$ cat src/rtl/spi_seq_pkg.sv
package spi_seq_pkg;
    typedef enum logic [2:0] {
        ST_IDLE,
        ST_LEAD,
        ST_SHIFT,
        ST_TAIL,
        ST_GAP
    } seq_state_t;
endpackage

$ cat src/rtl/spi_half_timer.sv
module spi_half_timer #(
    parameter int DIV_W = 8
) (
    input  logic             clk,
    input  logic             rst_n,
    input  logic             run,
    input  logic [DIV_W-1:0] half_div,
    output logic             tick
);
    logic [DIV_W-1:0] cnt_q;
    logic [DIV_W-1:0] limit;

    // zero is treated as a one-clock half period
    assign limit = (half_div == '0) ? DIV_W'(1) : half_div;
    assign tick  = run && (cnt_q == limit - DIV_W'(1));

    always_ff @(posedge clk or negedge rst_n) begin
        if (!rst_n)
            cnt_q <= '0;
        else if (!run || tick)
            cnt_q <= '0;
        else
            cnt_q <= cnt_q + DIV_W'(1);
    end
endmodule

$ cat src/rtl/spi_rx_shift.sv
module spi_rx_shift #(
    parameter int WIDTH = 8
) (
    input  logic             clk,
    input  logic             rst_n,
    input  logic             sample,
    input  logic             last,
    input  logic             rxd,
    output logic             rx_valid,
    output logic [WIDTH-1:0] rx_data
);
    logic [WIDTH-2:0] part_q;

    always_ff @(posedge clk or negedge rst_n) begin
        if (!rst_n) begin
            part_q   <= '0;
            rx_data  <= '0;
            rx_valid <= 1'b0;
        end else begin
            rx_valid <= 1'b0;
            if (sample) begin
                part_q <= {part_q[WIDTH-3:0], rxd};
                if (last) begin
                    rx_data  <= {part_q, rxd};
                    rx_valid <= 1'b1;
                end
            end
        end
    end
endmodule

$ cat src/rtl/spi_master_seq.sv
module spi_master_seq
    import spi_seq_pkg::*;
#(
    parameter int WIDTH = 8,
    parameter int DIV_W = 8
) (
    input  logic             clk,
    input  logic             rst_n,
    input  logic [DIV_W-1:0] half_div,
    input  logic             phase_sel,
    input  logic             in_valid,
    output logic             in_ready,
    input  logic [WIDTH-1:0] in_data,
    output logic             rx_valid,
    output logic [WIDTH-1:0] rx_data,
    output logic             sclk,
    output logic             fs_n,
    output logic             oe_n,
    output logic             txd,
    input  logic             rxd
);
    localparam int STEPS  = 2 * WIDTH;
    localparam int STEP_W = $clog2(STEPS);
    localparam logic [STEP_W-1:0] LAST_STEP = STEP_W'(STEPS - 1);

    seq_state_t        state_q, state_d;
    logic [STEP_W-1:0] step_q, step_d;
    logic [WIDTH-1:0]  tx_sr_q;
    logic              cont_q;
    logic              tick;
    logic              hand;
    logic              enter_step;
    logic              enter_last;
    logic              drive_bit;
    logic              sample_bit;
    logic              frame_d;

    assign hand = in_valid && in_ready;

    spi_half_timer #(.DIV_W(DIV_W)) u_timer (
        .clk      (clk),
        .rst_n    (rst_n),
        .run      (state_q != ST_IDLE),
        .half_div (half_div),
        .tick     (tick)
    );

    // next-state logic
    always_comb begin
        state_d = state_q;
        step_d  = step_q;
        unique case (state_q)
            ST_IDLE:  if (hand) state_d = ST_LEAD;
            ST_LEAD:  if (tick) begin
                          state_d = ST_SHIFT;
                          step_d  = '0;
                      end
            ST_SHIFT: if (tick) begin
                          if (step_q == LAST_STEP) state_d = ST_TAIL;
                          else                     step_d  = step_q + STEP_W'(1);
                      end
            ST_TAIL:  if (tick) state_d = cont_q ? ST_GAP : ST_IDLE;
            ST_GAP:   if (tick) state_d = ST_LEAD;
            default:  state_d = ST_IDLE;
        endcase
    end

    assign enter_step = tick && ((state_q == ST_LEAD) ||
                                 (state_q == ST_SHIFT && step_q != LAST_STEP));
    assign enter_last = enter_step && (step_d == LAST_STEP);
    assign drive_bit  = enter_step && !step_d[0];
    assign sample_bit = enter_step &&  step_d[0];
    assign frame_d    = (state_d == ST_LEAD) || (state_d == ST_SHIFT) ||
                        (state_d == ST_TAIL);

    // state register
    always_ff @(posedge clk or negedge rst_n) begin
        if (!rst_n) begin
            state_q <= ST_IDLE;
            step_q  <= '0;
        end else begin
            state_q <= state_d;
            step_q  <= step_d;
        end
    end

    // registered outputs and datapath
    always_ff @(posedge clk or negedge rst_n) begin
        if (!rst_n) begin
            in_ready <= 1'b1;
            fs_n     <= 1'b1;
            oe_n     <= 1'b1;
            sclk     <= 1'b0;
            txd      <= 1'b0;
            tx_sr_q  <= '0;
            cont_q   <= 1'b0;
        end else begin
            in_ready <= (state_d == ST_IDLE) || enter_last;
            fs_n     <= !frame_d;
            oe_n     <= !frame_d;

            if (hand && state_q == ST_SHIFT)
                cont_q <= 1'b1;
            else if (state_q == ST_TAIL && tick)
                cont_q <= 1'b0;

            if (hand)
                tx_sr_q <= in_data;
            else if (drive_bit)
                tx_sr_q <= {tx_sr_q[WIDTH-2:0], 1'b0};

            if (drive_bit)
                txd <= tx_sr_q[WIDTH-1];
            else if (state_d != ST_SHIFT)
                txd <= 1'b0;

            if (enter_step)
                sclk <= step_d[0] ^ !phase_sel;
            else if (state_d != ST_SHIFT)
                sclk <= 1'b0;
        end
    end

    spi_rx_shift #(.WIDTH(WIDTH)) u_rx (
        .clk      (clk),
        .rst_n    (rst_n),
        .sample   (sample_bit),
        .last     (enter_last),
        .rxd      (rxd),
        .rx_valid (rx_valid),
        .rx_data  (rx_data)
    );
endmodule

$ cat config.mk
export PLATFORM = sky130hd
export DESIGN_NAME = spi_master_seq
export DESIGN_NICKNAME = d
export VERILOG_FILES = /design/src/rtl/spi_seq_pkg.sv /design/src/rtl/spi_half_timer.sv /design/src/rtl/spi_rx_shift.sv /design/src/rtl/spi_master_seq.sv
export SDC_FILE = /design/constraint.sdc
export NUM_CORES = 1
export LEC_CHECK = 0
export BUFFER_PORTS_ARGS = -buffer_cell sky130_fd_sc_hd__clkbuf_2
export CORE_MARGIN = 2
export CORE_UTILIZATION = 28
export DETAILED_ROUTE_END_ITERATION = 12
export HOLD_SLACK_MARGIN = 0.05
export PLACE_DENSITY = 0.45
export REMOVE_ABC_BUFFERS = 1
export SYNTH_ARGS = -nofsm -noshare
export SYNTH_HDL_FRONTEND = slang
export SYNTH_SLANG_ARGS = --single-unit
$ cat constraint.sdc
create_clock -name clk -period 2.93 [get_ports clk]
set_clock_uncertainty 0.05 [all_clocks]
set_input_delay 0.1465 -clock clk [delete_from_list [all_inputs] [get_ports clk]]
set_output_delay 0.1465 -clock clk [all_outputs]
set_load 0.01 [all_outputs]
==> results of run 1 <==
-- Yosys cell counts (3+ instances only) --
cell type  instances  area share [%]
o31ai_1            4             1.2
nor4_1             3            0.73
o211ai_1           3            0.88
clkbuf_1           8             1.2
mux2_2            15             6.6
inv_1              7             1.0
mux2i_1            8             3.1
and3_1             7             1.7
dfrtp_1           42              41
xnor2_1            5             1.7
a31oi_1            4            0.97
nand3_1           16             3.1
a21oi_1           19             3.7
o21ai_0            7             1.4
nor3_1             7             1.4
ha_1               3             1.5
buf_2              6             1.2
nand2_1           17             2.5
nor2_1            35             5.1
nor3b_1            3            0.88
xor2_1             9             3.1
-- worst min-delay path by stage --
stage,from,to,slack (ns),depth (start not counted)
after floorplan,rst_n,cont_q,-0.20,0
after global placement,rst_n,u_rx.rx_data[4],0.19,1
after detailed placement,rst_n,u_rx.rx_data[4],0.18,1
after CTS,rst_n,sclk,0.40,2
after global routing,rst_n,u_rx.rx_data[4],0.44,2
final,rst_n,u_rx.rx_data[4],0.38,2
-- power breakdown --
part	leakage [uW]	total (uW)	switching, uW	internal (uW)
registers	0.000560	896	150	747
logic	0.000892	741	413	328
clock network	0.0000445	391	199	192
-- through the flow --
step | area, sq um | TNS [ns] | util [%] | hold slack, ns | power [uW]
after floorplan | 2490 | 0 | - | -0.199 | 1380
after global placement | 2950 | 0 | 33.5 | 0.192 | 1630
after detailed placement | 2950 | -0.270 | 33.5 | 0.184 | 1640
after CTS | 3160 | 0 | 35.9 | 0.399 | 2060
after global routing | 3160 | 0 | 35.9 | 0.440 | 2220
final | 3160 | 0 | 35.9 | 0.380 | 2030
-- logic make-up after synthesis --
kind of cell | count (synthesis)
XOR/XNOR | 14
buffers and inverters | 23
multiplexers | 24
flip-flops | 44
AO/OA/AOI/OAI | 56
AND/OR/NAND/NOR | 102
adder cells (fa/ha/maj) | 3
-- routing by layer --
| layer | share of wire, % | global-route usage (%) | up-vias |
|---|---|---|---|
| met5 | 0 | 0 | - |
| met4 | 1.4 | 3.90 | 0 |
| met3 | 3.5 | 2.23 | 6 |
| met2 | 45 | 20.1 | 43 |
| met1 | 50 | 18.1 | 1051 |
| li1 | - | - | 1074 |
-- area by class of cell --
| class | instances | area share [%] |
|---|---|---|
| clock buffers | 7 | 2.73 |
| clock inverters | 1 | 0.238 |
| flip-flops and latches | 44 | 34.9 |
| multi-input cells | 199 | 43.1 |
| inverters | 7 | 0.831 |
| well taps | 108 | 4.28 |
| repair buffers | 66 | 13.9 |
-- registers in the layout, indices dropped and copies added, names as in the netlist --
register       flops
tx_sr_q            8
u_timer.cnt_q      8
state_q            3
oe_n               1
u_rx.rx_data       8
u_rx.rx_valid      1
step_q             4
u_rx.part_q        7
sclk               1
in_ready           1
txd                1
cont_q             1
==> run metrics, run 1 <==
Synth Flop Type dfrtp_1; RSZ-0062 raised after global routing false; Non-Filler Instances 432; Cells after DPL 412; Total Wirelength a little under 6000 microns; Die X around 100 microns; pin count of the biggest net entering global routing 29; CTS tree built; Critical Path End Type register; clk root buf clkbuf_8; setup ws final 0.288 ns; Fillers 899; post-CTS sizing 0; DR DRC count 0; Slowest cell on crit path dfrtp_1; Crit path max-delay family compound AO/OA/AOI/OAI gates; Simple-Gate Fraction of Synth Area 20.9%; Worst Tran Pin Value 0.698 ns; Max H-tree Level 2; worst reg-to-reg setup slack 0.29 ns; FF/Latch Area 1100 sq um; sequential area share after synthesis 42.9%; antenna violations before repair 0; pins over their slew limit 0; complex-gate fraction of the synthesized area 15.7%; # nets final 347; antenna-violating nets left 0; vias in the first global route 2085; maximum fanout along the worst path 9; Fin. Hold Viols 0; Post-Syn Instances roughly 270; total global-route track usage ~13%; initial drt markers 106; VDD IR-drop max between 200 and 250 uV; Via Count 2174; most common cell after layout, fill and taps aside dfrtp_1; fin crit share 90.2%; crit path from u_timer.cnt_q[3]; antenna cell count 0; via/cell ratio a little over 5; worst hold path class input port to async pin; area of the mapped netlist 2570 sq um; R2R Path End u_rx.rx_data[2]; XOR/XNOR Fraction of Synth Area 4.77%; Tmin final between 2 and 3 ns; CP arrival 2.77 ns; CTS Buf Count 5; post-synthesis mux area share between 10% and 20%; Max Buffers Root-to-Sink 2; Critical Path RT 3.06 ns; grt total ovfl 0; cells on worst reg2reg path 8; Setup crit end u_rx.rx_data[2]; Num Clock Sinks 44; placed wire-length estimate around 4400 microns; Post-synth EDFFs 0; number of setup buffers added after CTS 0; post-synthesis adder-cell area fraction 1.46%; Initial Util a little under 30%; Die Y ~100 microns; dpl ws -0.0410 ns; gp weighted congestion 0.790; max capacitance violation total 0; number of synthesized register bits 44; FP Rows 34; clk_lat worst skew 0.29 ns; Setup Viol. Count Final 0; core box area 8810 sq um; pwr/cell area 642 nW/um^2; largest family of logic cells by synthesized area simple AND/OR/NAND/NOR gates; die area 9960 sq um; share of cells above drive strength 1 a little over a quarter; # port buffers 34; Peak Freq 379 MHz; WP buf/inv 1; worst path cell trace xor2_1 > a311oi_1 > nor2_1 > nor4b_4 > buf_4 > and3_1 > o21ai_4 > mux2_2; Hold-fix buffers, CTS 12; Async SR Flop Fraction 100%; WP depth 8; drt pass-1 iters 4; Yosys cell types 52; WS Path Type register to register; crit path launch type register; area of the multi-input gates 1360 sq um; first-pass GRT wire length just over 10000 microns; Clock transition at path regs 0.08 ns; # IOs 35; Area Growth Syn to Fin 23.0%; post-DR wirelength/cell 13.7 microns; commonest cells after routing, fill and taps aside 42 x dfrtp_1, 35 x nor2_1, 34 x clkbuf_2; Rel. slew slack 53.5%; status complete, no violations; Yosys Warn Count 0; Leak 0.00150 uW; reg-to-reg startpoint u_timer.cnt_q[3]; Avg Cell Area, Syn 9.66 sq um; Critical Path Max Stage Delay approximately 0.5 ns
(Power assumes the default switching activity.)
==> run 2: changes to the inputs <==
--- a/config.mk
+++ b/config.mk
@@ -10,7 +10,7 @@
 export CORE_UTILIZATION = 28
 export DETAILED_ROUTE_END_ITERATION = 12
 export HOLD_SLACK_MARGIN = 0.05
-export PLACE_DENSITY = 0.45
+export PLACE_DENSITY_LB_ADDON = 0.3
 export REMOVE_ABC_BUFFERS = 1
 export SYNTH_ARGS = -nofsm -noshare
 export SYNTH_HDL_FRONTEND = slang
==> run metrics, run 2 (synthesis gave the netlist of run 1 again) <==
total global-route track usage 12.4%; Cell Int Power 1280 uW; Critical Path Max Stage Delay 0.49 ns; Fin. Hold Viols 0; Max Buffers Root-to-Sink 2; Max H-tree Level 2; core box area 8810 sq um; FP Rows 34; top flop regs tx_sr_q x8, u_rx.rx_data x8, u_timer.cnt_q x8; antenna violations before repair 0; Critical Path RT 3.06 ns; Fillers 883; number of setup buffers added after CTS 0; switching pwr 749 uW; Critical Path End Type register; post-DR wirelength/cell between 10 and 15 microns; vias in the first global route around 2100; status complete, no violations; first-pass GRT wire length 10200 microns; initial drt markers 250; worst hold path class input port to register; Rel. slew slack 52.3%; # IOs 35; die area between 9000 and 10000 sq um; Via Count 2128; pins over their slew limit 0; Comb pwr share 35.6%; clk root buf clkbuf_8; Area Growth Syn to Fin 21.8%; CTS Buf Count 5; Crit path max-delay family compound AO/OA/AOI/OAI gates; fin crit share 91.9%; RSZ-0062 raised after global routing false; FF/Latch Area 1100 sq um; Worst Tran Pin Value 0.715 ns; Slowest cell on crit path dfrtp_1; WP buf/inv 1; drt pass-1 iters 4; Peak Freq ~370 MHz; via/cell ratio ~5.0; pin count of the biggest net entering global routing 30; Tmin final 2.69 ns; CP arrival 2.82 ns; commonest cells after routing, fill and taps aside 42 x dfrtp_1, 35 x nor2_1, 34 x clkbuf_2; gp weighted congestion 0.844; Die Y 99.8 microns; VDD IR-drop max 360 uV; pwr/cell area 648 nW/um^2; worst path cell trace xor2_1 > a311oi_1 > nor2_1 > nor4b_4 > buf_4 > and3_1 > o21ai_4 > mux2_2; Die X 99.8 microns; share of cells above drive strength 1 27.0%; area of the multi-input gates 1360 sq um; DR DRC count 0; placed wire-length estimate 4150 microns; Num Clock Sinks 44; clk_lat worst skew 0.30 ns; TNS Setup 0 ns; Leak 0.00148 uW; clock power share 20.3%; crit path launch type register; WS Path Type register to register; # nets final roughly 340; CTS tree built; Initial Util 29.2%; most common cell after layout, fill and taps aside dfrtp_1; # port buffers 34; grt total ovfl 0; antenna-violating nets left 0; Setup Viol. Count Final 0; maximum fanout along the worst path 9; Power Total 2030 uW; Sequential Power Share 44.1%; Clock transition at path regs 0.08 ns; Total Wirelength 5690 microns; Sw Ratio 36.9%; antenna cell count 0; max capacitance violation total 0
==> run 2: power groups by stage <==
stage | clock network [uW] | registers, uW | logic [uW]
finish | 412 | 894 | 723
CTS | 425 | 894 | 728
global route | 451 | 925 | 823
global placement | 0 | 903 | 713
floorplan | 0 | 899 | 483
detailed placement | 0 | 905 | 712
==> run 2: layout make-up <==
type | count | share of cell area (%)
well taps | 108 | 4.32
multi-input cells | 199 | 43.5
repair buffers | 62 | 13.0
flip-flops and latches | 44 | 35.3
clock buffers | 7 | 3.08
inverters | 7 | 0.839
==> run 2: through the flow <==
step	utilization [%]	instances	setup slack, ns	area [sq um]	hold WS (ns)
after floorplan	-	250	0.105	2490	-0.199
after global placement	33.2	409	0.0462	2920	0.182
after detailed placement	33.2	409	-0.0316	2920	0.187
after CTS	35.5	427	0.237	3130	0.0506
after global routing	35.5	427	0.0755	3130	0.0589
final	35.5	427	0.238	3130	0.0528
==> run 2: repair_timing <==
item                      in CTS  in global routing
hold buffers                  11                  0
gates resized for setup        0                  0
hold endpoints to repair      37                  0
==> run 2: final timing paths <==
| kind | slack (ns) | from | endpoint | depth (start not counted) |
|---|---|---|---|---|
| max reg2reg | 0.24 | u_timer.cnt_q[3] | u_rx.rx_data[3] | 8 |
| min in group asynchronous | 0.39 | rst_n | u_rx.rx_data[6] | 2 |
| min | 0.05 | in_data[5] | tx_sr_q[5] | 3 |
| max | 0.24 | u_timer.cnt_q[3] | u_rx.rx_data[3] | 8 |
| min reg2reg | 0.42 | u_rx.part_q[6] | u_rx.rx_data[7] | 1 |
| max in group asynchronous | 1.68 | rst_n | oe_n | 3 |
==> run 2: tightest hold or removal path, cell delays in order <==
cell and delay [ns]:
clkbuf_2 0.08, nor2_1 0.09, a21oi_1 0.04
==> run 2: metal layers <==
metal  track usage, %  vias to the layer above  wire length [microns]
li1                 -                     1069                      -
met1             17.4                     1004                   2700
met2             19.9                       45                   2720
met3             1.53                       10                    162
met4             4.11                        0                    100
met5                0                        -                      0
